===== src/rtl/rmag_pkg.sv =====
package rmag_pkg;
    localparam int ID_W    = 3;
    localparam int NUM_SEG = 6;

    typedef enum logic [ID_W-1:0] {
        SEG_ES = 3'd0,
        SEG_CS = 3'd1,
        SEG_SS = 3'd2,
        SEG_DS = 3'd3,
        SEG_FS = 3'd4,
        SEG_GS = 3'd5
    } seg_code_e;

    typedef enum logic [ID_W-1:0] {
        PTR_AX = 3'd0,
        PTR_CX = 3'd1,
        PTR_DX = 3'd2,
        PTR_BX = 3'd3,
        PTR_SP = 3'd4,
        PTR_BP = 3'd5,
        PTR_SI = 3'd6,
        PTR_DI = 3'd7
    } ptr_code_e;

    // Stack pointers go to the stack segment, all others to the data segment.
    function automatic logic [ID_W-1:0] default_seg(input logic [ID_W-1:0] ptr);
        logic [ID_W-1:0] res;
        case (ptr)
            PTR_SP, PTR_BP: res = SEG_SS;
            default:        res = SEG_DS;
        endcase
        return res;
    endfunction
endpackage


===== src/rtl/rmag_seg_file.sv =====
module rmag_seg_file
    import rmag_pkg::*;
#(
    parameter int SEG_W = 16,
    parameter int OFF_W = 16,
    parameter logic [SEG_W-1:0] CS_RST = 16'hF000,
    parameter logic [OFF_W-1:0] IP_RST = 16'hFFF0
) (
    input  logic                          clk,
    input  logic                          rst_n,
    input  logic                          wr_en,
    input  logic [ID_W-1:0]               wr_id,
    input  logic [SEG_W-1:0]              wr_data,
    input  logic                          ipw_en,
    input  logic [OFF_W-1:0]              ipw_data,
    output logic [NUM_SEG-1:0][SEG_W-1:0] seg_q,
    output logic [OFF_W-1:0]              ip_q
);
    for (genvar k = 0; k < NUM_SEG; k++) begin : g_seg
        localparam logic [SEG_W-1:0] RST_VAL = (k == int'(SEG_CS)) ? CS_RST : '0;
        logic hit;
        assign hit = wr_en && (wr_id == ID_W'(k));

        always_ff @(posedge clk or negedge rst_n) begin
            if (!rst_n)   seg_q[k] <= RST_VAL;
            else if (hit) seg_q[k] <= wr_data;
        end


        seg_load_chk: assert property (@(posedge clk) disable iff (!rst_n)
            (wr_en && wr_id == ID_W'(k)) |=> (seg_q[k] == $past(wr_data)));


        seg_hold_chk: assert property (@(posedge clk) disable iff (!rst_n)
            !(wr_en && wr_id == ID_W'(k)) |=> $stable(seg_q[k]));
    end

    always_ff @(posedge clk or negedge rst_n) begin
        if (!rst_n)      ip_q <= IP_RST;
        else if (ipw_en) ip_q <= ipw_data;
    end


    ip_load_chk: assert property (@(posedge clk) disable iff (!rst_n)
        ipw_en |=> (ip_q == $past(ipw_data)));
endmodule


===== src/rtl/rmag_seg_select.sv =====
module rmag_seg_select
    import rmag_pkg::*;
(
    input  logic            clk,
    input  logic            rst_n,
    input  logic            fetch,
    input  logic [ID_W-1:0] ptr,
    input  logic            ovr_en,
    input  logic [ID_W-1:0] ovr,
    output logic [ID_W-1:0] seg_idx,
    output logic            use_ip
);
    logic ovr_ok;
    assign ovr_ok = ovr_en && (ovr < ID_W'(NUM_SEG));

    always_comb begin
        use_ip = fetch;
        if (fetch)       seg_idx = SEG_CS;
        else if (ovr_ok) seg_idx = ovr;
        else             seg_idx = default_seg(ptr);
    end


    fetch_cs_chk: assert property (@(posedge clk) disable iff (!rst_n)
        fetch |-> (seg_idx == SEG_CS && use_ip));


    stack_dflt_chk: assert property (@(posedge clk) disable iff (!rst_n)
        (!fetch && !ovr_en && (ptr == PTR_SP || ptr == PTR_BP)) |-> seg_idx == SEG_SS);


    bad_ovr_chk: assert property (@(posedge clk) disable iff (!rst_n)
        (!fetch && ovr_en && ovr >= ID_W'(NUM_SEG)) |-> (seg_idx == SEG_SS || seg_idx == SEG_DS));
endmodule


===== src/rtl/rmag_addr_adder.sv =====
module rmag_addr_adder #(
    parameter int SEG_W = 16,
    parameter int OFF_W = 16,
    parameter int SHIFT = 4,
    parameter int BUS_W = 32
) (
    input  logic             clk,
    input  logic             rst_n,
    input  logic [SEG_W-1:0] seg_i,
    input  logic [OFF_W-1:0] off_i,
    input  logic             a20_i,
    output logic [BUS_W-1:0] addr_o
);
    localparam int SUM_W = SEG_W + SHIFT + 1;
    localparam int PAD_W = BUS_W - SUM_W;

    logic [SUM_W-1:0] sum;
    logic [SUM_W-1:0] gated;

    assign sum   = SUM_W'({seg_i, {SHIFT{1'b0}}}) + SUM_W'(off_i);
    assign gated = {sum[SUM_W-1] & a20_i, sum[SUM_W-2:0]};
    assign addr_o = {{PAD_W{1'b0}}, gated};


    upper_zero_chk: assert property (@(posedge clk) disable iff (!rst_n)
        addr_o[BUS_W-1:SUM_W] == '0);


    a20_mask_chk: assert property (@(posedge clk) disable iff (!rst_n)
        !a20_i |-> (addr_o[SUM_W-1] == 1'b0));
endmodule


===== src/rtl/rmag_addr_gen.sv =====
module rmag_addr_gen
    import rmag_pkg::*;
#(
    parameter int SEG_W = 16,
    parameter int OFF_W = 16,
    parameter int SHIFT = 4,
    parameter int BUS_W = 32,
    parameter logic [SEG_W-1:0] CS_RST = 16'hF000,
    parameter logic [OFF_W-1:0] IP_RST = 16'hFFF0
) (
    input  logic             clk,
    input  logic             rst_n,
    input  logic             seg_wr_en,
    input  logic [2:0]       seg_wr_id,
    input  logic [SEG_W-1:0] seg_wr_data,
    input  logic             ip_wr_en,
    input  logic [OFF_W-1:0] ip_wr_data,
    input  logic             fetch_req,
    input  logic [2:0]       ptr_id,
    input  logic             ovr_valid,
    input  logic [2:0]       ovr_id,
    input  logic [OFF_W-1:0] ofs,
    input  logic             a20_gate,
    output logic [BUS_W-1:0] phys_addr
);
    logic [NUM_SEG-1:0][SEG_W-1:0] seg_q;
    logic [OFF_W-1:0]              ip_q;
    logic [ID_W-1:0]               seg_idx;
    logic                          use_ip;
    logic [SEG_W-1:0]              seg_val;
    logic [OFF_W-1:0]              off_val;

    rmag_seg_file #(
        .SEG_W(SEG_W), .OFF_W(OFF_W), .CS_RST(CS_RST), .IP_RST(IP_RST)
    ) i_seg_file (
        .clk(clk), .rst_n(rst_n),
        .wr_en(seg_wr_en), .wr_id(seg_wr_id), .wr_data(seg_wr_data),
        .ipw_en(ip_wr_en), .ipw_data(ip_wr_data),
        .seg_q(seg_q), .ip_q(ip_q)
    );

    rmag_seg_select i_select (
        .clk(clk), .rst_n(rst_n),
        .fetch(fetch_req), .ptr(ptr_id),
        .ovr_en(ovr_valid), .ovr(ovr_id),
        .seg_idx(seg_idx), .use_ip(use_ip)
    );

    always_comb begin
        seg_val = '0;
        for (int k = 0; k < NUM_SEG; k++) begin
            if (seg_idx == ID_W'(k)) seg_val = seg_q[k];
        end
        off_val = use_ip ? ip_q : ofs;
    end

    rmag_addr_adder #(
        .SEG_W(SEG_W), .OFF_W(OFF_W), .SHIFT(SHIFT), .BUS_W(BUS_W)
    ) i_adder (
        .clk(clk), .rst_n(rst_n),
        .seg_i(seg_val), .off_i(off_val), .a20_i(a20_gate),
        .addr_o(phys_addr)
    );
endmodule


===== config.mk =====
export PLATFORM = sky130hd
export DESIGN_NAME = rmag_addr_gen
export DESIGN_NICKNAME = d
export VERILOG_FILES = /design/src/rtl/rmag_pkg.sv /design/src/rtl/rmag_seg_file.sv /design/src/rtl/rmag_seg_select.sv /design/src/rtl/rmag_addr_adder.sv /design/src/rtl/rmag_addr_gen.sv
export SDC_FILE = /design/constraint.sdc
export NUM_CORES = 1
export LEC_CHECK = 0
export ABC_AREA = 1
export BUFFER_PORTS_ARGS = -buffer_cell sky130_fd_sc_hd__clkbuf_2
export CAP_MARGIN = 20
export CORE_ASPECT_RATIO = 1.1
export CORE_MARGIN = 2
export CORE_UTILIZATION = 51
export DETAILED_ROUTE_END_ITERATION = 8
export GPL_TIMING_DRIVEN = 1
export PLACE_DENSITY = 0.77
export SETUP_SLACK_MARGIN = 0.4
export SYNTH_ARGS = -nofsm -noshare
export SYNTH_HDL_FRONTEND = slang
export SYNTH_SLANG_ARGS = --single-unit

===== constraint.sdc =====
create_clock -name clk -period 3.4 [get_ports clk]
set_input_delay 0.51 -clock clk [delete_from_list [all_inputs] [get_ports clk]]
set_output_delay 0.51 -clock clk [all_outputs]
set_load 0.02 [all_outputs]

# Word-level counts from Yosys, hierarchy flattened
# Cells that the tools add are included.
# word_totals
regBits	112
word_cells	42
# op_classes
addsub	1
order_cmp	1
n_eq_ne	12
muxes	10
bitwise_logic	1
reduce_logical	10
# op_table
operator	count
$mux W16	7
$add A20 B16 Y21	1
$eq A3 B3 Y1 const B	6
$eq A3 B2 Y1 const B	4
$logic_and A1 B1 Y1	7
$eq A3 B1 Y1 const B	2
$logic_not A3 Y1	2
$mux W3	2
$lt A3 B3 Y1 const B	1
$reduce_or A2 Y1	1
$and A1 B1 Y1	1
$mux W1	1

# Logic depth before layout (Yosys ltp)
# logic_depth
word_depth	14
depth_mapped	23
depth_no_buf	22

# Cells and area by module
# Synthesis repeated with hierarchy kept, for this count alone.
# hier_totals
cells_unflattened	886
area_unflattened_um2	6477.5
# by_module_without_submodules
module	instances	cells_per_inst	area_each_um2
rmag_seg_file	1	492	4423.0
rmag_addr_gen	1	197	1006.0
rmag_addr_adder	1	184	987.2
rmag_seg_select	1	13	61.3

# Worst setup path before layout
# OpenSTA, ideal clock, no wires.
# synth_path
path_type	input to output
start	input port ovr_id[1]
end	output port phys_addr[14]
t_arrival_ns	3.081
slack_ns	-0.191
stages	19
path_buffers	1
path_cell_list	nand2_1 nand2_1 nand2_1 nand3_4 nand2_1 inv_2 buf_2 nand2_1 nand2_1 a21oi_1 a31oi_1 ha_1 fa_1 nand3_1 nand2_1 a31oi_1 o21ai_0 a31oi_1 xor2_1
# synth_via
elab_chain_len	12
elab_cells_between_ends	17
classes_between	1 x add/sub; 1 x order compare; 5 x eq/ne; 8 x mux; 2 x reduce/logical
# synth_lines
item	line	source
start: declaration	rmag_addr_gen.sv:21	input logic [2:0] ovr_id,
$lt A3 B3 Y1	rmag_seg_select.sv:14	assign ovr_ok = ovr_en && (ovr < ID_W'(NUM_SEG));
$logic_and A1 B1 Y1	rmag_seg_select.sv:14	
$mux W3 (*)	rmag_seg_select.sv:19	else if (ovr_ok) seg_idx = ovr;
$mux W3 (*)	rmag_seg_select.sv:18	if (fetch) seg_idx = SEG_CS;
$logic_not A3 Y1	rmag_addr_gen.sv:52	if (seg_idx == ID_W'(k)) seg_val = seg_q[k];
$mux W16 (5 in series)	rmag_addr_gen.sv:52	
$mux W16 (*)	rmag_addr_gen.sv:52	
$add A20 B16 Y21 (*)	rmag_addr_adder.sv:20	assign sum = SUM_W'({seg_i, {SHIFT{1'b0}}}) + SUM_W'(off_i);
end: declaration	rmag_addr_gen.sv:24	output logic [BUS_W-1:0] phys_addr
# Mark *: on every way between the ends. The rest lies on a longest branch, timed or not.

# Worst setup path after layout
# layout_path
start	input port ovr_id[1]
end	output port phys_addr[19]
# Same word-level chain as after synthesis.

==> results.sh <==
export IMPL_status="complete, but fails checks"
export IMPL_violations="setup timing"
export IMPL_fmax_mhz=262.1
export IMPL_syn_area_um2=5688
export IMPL_syn_area_per_cell_um2=8.057
export IMPL_end_kind="primary output"
export IMPL_synth_edf_count=0
export IMPL_yosysWarnings=0
export IMPL_remaining_drc_errors=0
export IMPL_power_density_nw_per_um2=556.1
export IMPL_fin_crit_sh_pct=112.2
export IMPL_vias=5804
export IMPL_ys_top_cells_by_count="nand2_1 (219), o21ai_0 (134), dfrtp_1 (96)"
export IMPL_wl_um=17820
export IMPL_ys_seq_elements=112
export IMPL_tritoncts="built"
export IMPL_drive_gt1_share_pct=37.76
export IMPL_synthArstFlopShare_pct=100.0
export IMPL_setup_viol=14
export IMPL_clkTransAtPathRegs_ns=0.08
export IMPL_vias_per_cell=5.730
export IMPL_drv_cap=0
export IMPL_grt_overflow=0
export IMPL_post_synth_top_count_cell="nand2_1"
export IMPL_dp_cells=965
export IMPL_pre_cts_ws_ns=-0.5069
export IMPL_final_setup_skew_ns=0
export IMPL_antenna_found_initial=0
export IMPL_grt_usage_pct=26.11
export IMPL_irDropWorstVdd_v=0.0002622
export IMPL_root_buffer="clkbuf_16"
export IMPL_critPathMaxFanout=6
export IMPL_die_h_um=114.8
export IMPL_h_tree_depth=3
export IMPL_nets=938
export IMPL_grt_pass1_vias=5352
export IMPL_drt_pass1_iter_count=6
export IMPL_cts_sinks=112
export IMPL_ant_nets=0
export IMPL_grt_pass1_wl_um=25130
export IMPL_ys_seq_area_share_pct=49.63
export IMPL_pin_count=96
export IMPL_dieArea_um2=12010
export IMPL_slowest_stage="ha_1"
export IMPL_dp_hpwl_um=10060
export IMPL_path_class="input port to primary output"
export IMPL_ctsHoldBuffers=0
export IMPL_gp_congestion=0.9327
export IMPL_synth_flop_cell="dfrtp_1"
export IMPL_cp_required_ns=2.89
export IMPL_ys_top_cells_by_area="dfrtp_1 (42%), nand2_1 (14%), o21ai_0 (12%)"
export IMPL_hold_class="input port to asynchronous set/reset pin"
export IMPL_cts_made_buffers=9
export IMPL_diodes=0
export IMPL_slew_headroom_pct=24.49
export IMPL_crit_arrival_ns=3.31
export IMPL_syn_inst=706
export IMPL_fin_cells=1013
export IMPL_worst_slew_pin_slew_ns=1.130
export IMPL_area_delta_synth_final_pct=39.22
export IMPL_crit_chain="clkbuf_16 > inv_16 > nand2_8 > nor3_4 > buf_6 > nor3_4 > buf_6 > nand2_2 > nand2_2 > a21oi_2 > a31oi_2 > ha_1 > nand2_2 > o21ai_2 > nand2_1 > nand4_1 > nand2_1 > nand2_2 > nand3_2 > nor2_4 > nand3_2 > nand2_2 > clkbuf_8"
export IMPL_setup_worst_path_start_class="input port"
export IMPL_synth_top_cell_area_share_pct=42.23
export IMPL_timing_final_crit_period_ns=3.815
export IMPL_rsz0062_at_grt="yes"
export IMPL_die_w_um=104.7
export IMPL_crit_top_cell="nand2_2"
export IMPL_drt_iter0_markers=578
export IMPL_grt_max_degree=58
export IMPL_rows=40
export IMPL_slew_viol_final=0
export IMPL_numPortBuffers=83
export IMPL_clockBufferDepth=2
export IMPL_start_util_pct=52.13
export IMPL_leakagePower_nw=3.937
export IMPL_core_area_um2=10910
export IMPL_wl_per_cell_um=17.59
export IMPL_yosys_area_top_type="dfrtp_1"
export IMPL_timing_final_ws_setup_ns=-0.4154
export IMPL_cpPeakStageDelay_ns=0.38
export IMPL_yosysUniqueCellTypes=36
export IMPL_clk_latency_ns=0.36
export IMPL_hold_viol_final=0
final cells by class:
| type | instances | area (um^2) |
|---|---|---|
| sequential | 112 | 2823 |
| tap | 147 | 183.9 |
| multi-input combinational | 503 | 3010 |
| timing repair buffer | 175 | 1330 |
| clock inverter | 5 | 61.31 |
| fill | 742 | 2992 |
| clock buffer | 11 | 252.7 |
| timing repair inverter | 1 | 7.507 |
| inverter | 59 | 250.2 |
critical path, delay by kind of cell:
family,cells,cell delay (ns)
compound gates,3,0.50
buf+inv,5,0.61
fa+ha+maj,1,0.38
simple gates,14,1.27
final timing paths:
check	start	end	slack, ns	cells after the start
min in group clk	ip_wr_data[14]	i_seg_file.ip_q[14]	0.35	3
worst max register to register	i_seg_file.seg_q[74]	i_seg_file.seg_q[74]	2.52	2
worst max-delay path	ovr_id[1]	phys_addr[19]	-0.42	23
max in group asynchronous	rst_n	i_seg_file.seg_q[1]	2.32	2
worst min-delay path	rst_n	i_seg_file.ip_q[0]	0.19	1
worst min register to register	i_seg_file.ip_q[9]	i_seg_file.ip_q[9]	0.48	2
report_power, final:
part	switching [mW]	internal, mW
logic	0.833	0.712
clock network	0.513	0.618
registers	0.149	1.58
total	1.49	2.91
sequential cells by signal, indices dropped and copies added (netlist names):
| name | cells |
|---|---|
| i_seg_file.seg_q | 96 |
| i_seg_file.ip_q | 16 |
stage by stage:
stage	setup TNS (ns)	hold WS (ns)	util, %	area [um^2]	power (mW)
2_1_floorplan	0	0.2144	-	5897	2.412
3_3_place_gp	-3.931	0.4613	61.89	6753	2.801
3_5_place_dp	-5.055	0.4696	61.89	6753	2.853
4_1_cts	-2.385	0.2269	67.06	7317	4.085
5_1_grt	-4.543	0.2612	72.58	7919	4.593
6_report	-3.413	0.1949	72.58	7919	4.404
metal layers:
metal	share of wire (%)	up-vias	wire [um]	global-route usage, %
met5	0	-	0	0
met4	3.5	0	631	10.93
met3	7.1	66	1259	3.458
met2	50	343	8984	44.75
met1	39	2799	6945	33.88
li1	-	2596	-	-
cells in the final DEF (no fill, tap or decap), types with 8 or more instances in the layout:
cell type	netlist	layout
nand3_1	28	15
nand2_1	219	192
clkbuf_16	0	10
buf_6	0	23
nand2_4	0	9
clkbuf_2	0	63
nand3_2	1	13
buf_4	12	77
dfstp_2	16	16
a21oi_2	0	17
o21ai_0	134	129
ha_1	12	9
conb_1	1	11
clkbuf_8	0	8
o22ai_1	10	9
dfrtp_1	96	96
nand2_2	5	21
inv_1	51	47
timing repair:
item	CTS	global route
cloned	1	0
pin swaps	32	54
endpoints found under the setup margin	16	16
gates resized for setup	55	107
buffers inserted	4	27
cells by family (layout without fill, tap and decap cells):
family          Yosys count  count (layout)  synth area share, %
flops                   112             112                49.63
buf+inv                 101             251                7.501
compound gates          184             184                16.92
simple gates            283             283                21.05
other cells               1              11              0.06593
xor+xnor                 12              12                1.848
fa+ha+maj                13              13                2.992
No activity file was read; power rests on OpenSTA's default activity.
